**src/rtl/link_stat_reg.sv**
```systemverilog
module link_stat_reg #(
  parameter int AW = 5,
  parameter logic [AW-1:0] A_SELF  = 'h10,
  parameter logic [AW-1:0] A_RXERR = 'h15,
  parameter logic [AW-1:0] A_POL   = 'h1A,
  parameter logic [AW-1:0] A_FCAR  = 'h14,
  parameter logic [AW-1:0] A_ANEXP = 'h06,
  parameter logic [AW-1:0] A_IRQ   = 'h12,
  parameter logic [AW-1:0] A_BSTAT = 'h01
) (
  input  logic          clk,
  input  logic          rst_n,
  input  logic          rd_stb,
  input  logic [AW-1:0] rd_addr,
  input  logic          mdix_swap,
  input  logic          rx_err_evt,
  input  logic          pol_inv_det,
  input  logic          false_car_evt,
  input  logic          sig_det,
  input  logic          descr_lock,
  input  logic          page_rx_evt,
  input  logic          irq_evt,
  input  logic          rem_fault_evt,
  output logic [15:0]   status
);
  logic [5:0] hi_evt, hi_clr, hi_q;
  logic [1:0] lo_live, lo_q;
  logic       lo_clr, mdix_q;

  assign hi_evt = {rx_err_evt, pol_inv_det, false_car_evt, page_rx_evt, irq_evt, rem_fault_evt};
  assign hi_clr = {6{rd_stb}} & {rd_addr == A_RXERR, rd_addr == A_POL, rd_addr == A_FCAR,
                                 rd_addr == A_ANEXP, rd_addr == A_IRQ, rd_addr == A_BSTAT};
  assign lo_live = {sig_det, descr_lock};
  assign lo_clr  = rd_stb && (rd_addr == A_SELF);

  always_ff @(posedge clk or negedge rst_n) begin
    if (!rst_n) begin
      hi_q   <= '0;
      lo_q   <= '0;
      mdix_q <= 1'b0;
    end else begin
      hi_q   <= hi_evt | (hi_q & ~hi_clr);
      lo_q   <= lo_clr ? lo_live : (lo_q & lo_live);
      mdix_q <= mdix_swap;
    end
  end

  assign status = {1'b0, mdix_q, hi_q[5:3], lo_q, hi_q[2:0], 6'b0};
endmodule

```
**config.mk**
```make
export PLATFORM = sky130hd
export DESIGN_NAME = link_stat_reg
export DESIGN_NICKNAME = d
export VERILOG_FILES = /design/src/rtl/link_stat_reg.sv
export SDC_FILE = /design/constraint.sdc
export NUM_CORES = 1
export LEC_CHECK = 0
export ABC_AREA = 1
export BUFFER_PORTS_ARGS = -buffer_cell sky130_fd_sc_hd__buf_4
export CAP_MARGIN = 0
export CORE_UTILIZATION = 30
export CTS_CLUSTER_SIZE = 16
export DETAILED_ROUTE_END_ITERATION = 8
export HOLD_SLACK_MARGIN = 0.06
export PLACE_DENSITY = 0.59
export REMOVE_ABC_BUFFERS = 1
export SYNTH_ARGS = -nofsm -noshare
export SYNTH_HDL_FRONTEND = slang
export SYNTH_SLANG_ARGS = --single-unit
```
**constraint.sdc**
```tcl
create_clock -name clk -period 0.8 [get_ports clk]
set_input_delay 0.04 -clock clk [delete_from_list [all_inputs] [get_ports clk]]
set_output_delay 0.04 -clock clk [all_outputs]
set_load 0.03 [all_outputs]
```
==> flow_summary_export.csv <==
group,metric,value,unit
grt,grt_max_degree,10,
layout,final_nets,118,
min_path,whs_endpoint,"lo_q[0]$_DFF_PN0_",
drt,detail_route.vias_per_cell,4.03,
placed_design,place_hpwl,774,um
grt,grt_use_total,0.132,
layout,diodes,0,
yosys,synth_top_area_share,0.468,
min_path,hold_path_startpoint,"rd_addr[2]",
drt,postRouteAntennaNets,0,
yosys,avgSynthCellArea,7.65,um^2
clocking,cts_tree,"done",
setup_path,crit_chain,"buf_6",
clocking,clockRootBuffer,"clkbuf_4",
timing,max_clock_freq,1180,MHz
power,powerDensity,1310,nW/um^2
clocking,clock_latency,0.26,ns
timing,finalSetupTns,-0.316,ns
setup_path,crit_fanout,2,
setup_path,crit_family,"flip-flops",
timing,hold_viol,0,
drt,finalWirelength,1.03,mm
floorplanning,die_h,42.1,um
yosys,synth_compound_area_frac,0.0208,
placed_design,pre_cts_ws,0.132,ns
clocking,cts.path.max_buffers,2,
yosys,synth_cell_type_count,11,
placed_design,finalWeightedCongestion,0.755,
outcome,status,"finished, violations left",
clocking,clkTransAtPathRegs,0.06,ns
yosys,yosys.area_share.adder,0,
drt,drtIter0Drc,10,
yosys,seq_area_frac_synth,0.468,
yosys,ys_warn_count,0,
clocking,cts_htree_levels,1,
timing,fin_ws,-0.0485,ns
floorplanning,die_x,42.1,um
floorplanning,initial_core_util,0.320,
min_path,hold_class,"primary input to flop",
setup_path,slowest_stage,"dfrtp_1",
clocking,clkSinkCount,9,
grt,overflow,0,
setup_path,reg2reg_depth,2,
clocking,cts_buffers,3,
setup_path,critPathRequiredTime,0.76,ns
yosys,synth_top_area_cell,"dfrtp_1",
yosys,synth-seq-cells,9,
yosys,synth-simple-area-share,0.255,
timing,hold_ws,0.0790,ns
setup_path,worst-path-buf-inv,1,
drt,dr.pass1.iters,4,
yosys,synth_cells,63,
yosys,synth_mux_area_frac,0,
min_path,hold_depth,4,
drt,wl_per_cell,8.84,um
yosys,syn_area,482,um^2
yosys,synth_area_leaders,"dfrtp_1 47%, buf_4 12%, inv_1 12%, nand2_1 10%, nand3_1 6.2%",
layout,utilization,0.539,
outcome,violations,"negative setup slack",
floorplanning,dieArea,1770,um^2
yosys,synth_top_family_by_area,"simple AND/OR/NAND/NOR gates",
timing,fin_skew,0,ns
layout,drive_above_1_share,0.330,
setup_path,end_kind,"primary output",
grt,grt_pass1_vias,434,
timing,maxSlewViolCount,0,
floorplanning,io_pins,33,
power,ir_drop,798,uV
setup_path,slowest_delay,0.40,ns
placed_design,portBuffers,25,
placed_design,placed_cells,102,
setup_path,reg2reg_to,"lo_q[1]$_DFF_PN0_",
setup_path,crit_cells,1,
yosys,yosys.area_share.xor_xnor,0,
setup_path,r2r_slack,0.15,ns
timing,setup_viol,9,
setup_path,regToRegStartpoint,"lo_q[1]$_DFF_PN0_",
grt,antenna_found_initial,0,
setup_path,worst-setup-path-type,"flop to primary output",
drt,vias,467,
setup_path,arrival,0.81,ns
grt,grt_pass1_wl,1.73,mm
timing,rsz0062_at_grt,"true",
timing,finalCritPeriodShare,1.06,
drt,drc_errors,0,
floorplanning,rows,14,
layout,syn_to_final_growth,68.6,%
power,p_leak,0.000447,uW
floorplanning,core,1510,um^2
run,cap_violations,0,
layout,instances_no_fill,116,
timing,fin_crit,0.849,ns
setup_path,start_kind,"flop",
stage by stage:
| step | instance area [um^2] | total power, uW |
|---|---|---|
| after floorplan | 444 | 573 |
| after global placement | 652 | 666 |
| after detailed placement | 652 | 667 |
| after CTS | 812 | 1070 |
| after global routing | 812 | 1100 |
| final | 812 | 1060 |
layer usage:
metal  GRT usage  up-vias  share of wire  routed length, um
li1            -      239              -                  -
met2       0.197       23           0.45                458
met5           0        -              0                  0
met4      0.0938        0          0.034                 35
met1       0.170      200           0.45                465
met3      0.0259        5          0.064                 66
how the worst max path moves through the flow:
stage | end | start
floorplan | lo_q[0]$_DFF_PN0_ | lo_q[0]$_DFF_PN0_
global placement | hi_q[3]$_DFF_PN0_ | rd_addr[0]
detailed placement | lo_q[1]$_DFF_PN0_ | rd_addr[3]
CTS | status[10] | lo_q[1]$_DFF_PN0_
global route | status[10] | lo_q[1]$_DFF_PN0_
finish | status[7] | hi_q[1]$_DFF_PN0_
synthesized netlist by cell type:
library cell,number
dfrtp_1,9
nand2_1,13
nand3_2,1
nand3_1,6
buf_4,8
conb_1,1
nor2_2,3
inv_1,15
a21oi_1,2
nor2_1,4
inv_2,1
registers in the layout, summed over array words and instances (netlist names):
name and flops:
mdix_q 1, lo_q 2, hi_q 6
area by class of cell:
cell class              count  area [um^2]
flip-flops and latches      9          225
repair buffers             35          322
fillers                   150          694
clock buffers               4         26.3
well taps                  16         20.0
multi-input cells          36          159
inverters                  16         60.1
cell usage in the layout (no fill, tap or decap):
master	count
dlygate4sd3_1	10
inv_1	15
buf_6	9
nand2_1	13
inv_2	1
a21oi_1	2
clkbuf_4	3
conb_1	7
nand3_1	6
clkbuf_1	1
nand3_2	1
nor2_1	4
dfrtp_1	9
nor2_2	3
buf_4	16
repair_timing:
item,CTS,global route
hold buffers,10,0
resized for setup,9,0
pin swaps,0,0
endpoints found under the setup margin,9,9
endpoints found under the hold margin,18,0
setup buffers,0,0
kinds of logic after synthesis:
| logic type | after synthesis |
|---|---|
| other cells | 1 |
| compound gates | 2 |
| simple gates | 27 |
| buf+inv | 24 |
| flops | 9 |
power breakdown:
part / switching (uW) / total [uW] / internal, uW
Clock: 164 / 357 / 193
Combinational: 124 / 235 / 111
Sequential: 4.87 / 468 / 463
Total: 294 / 1060 / 766
Power figures use the tool's default switching activity.
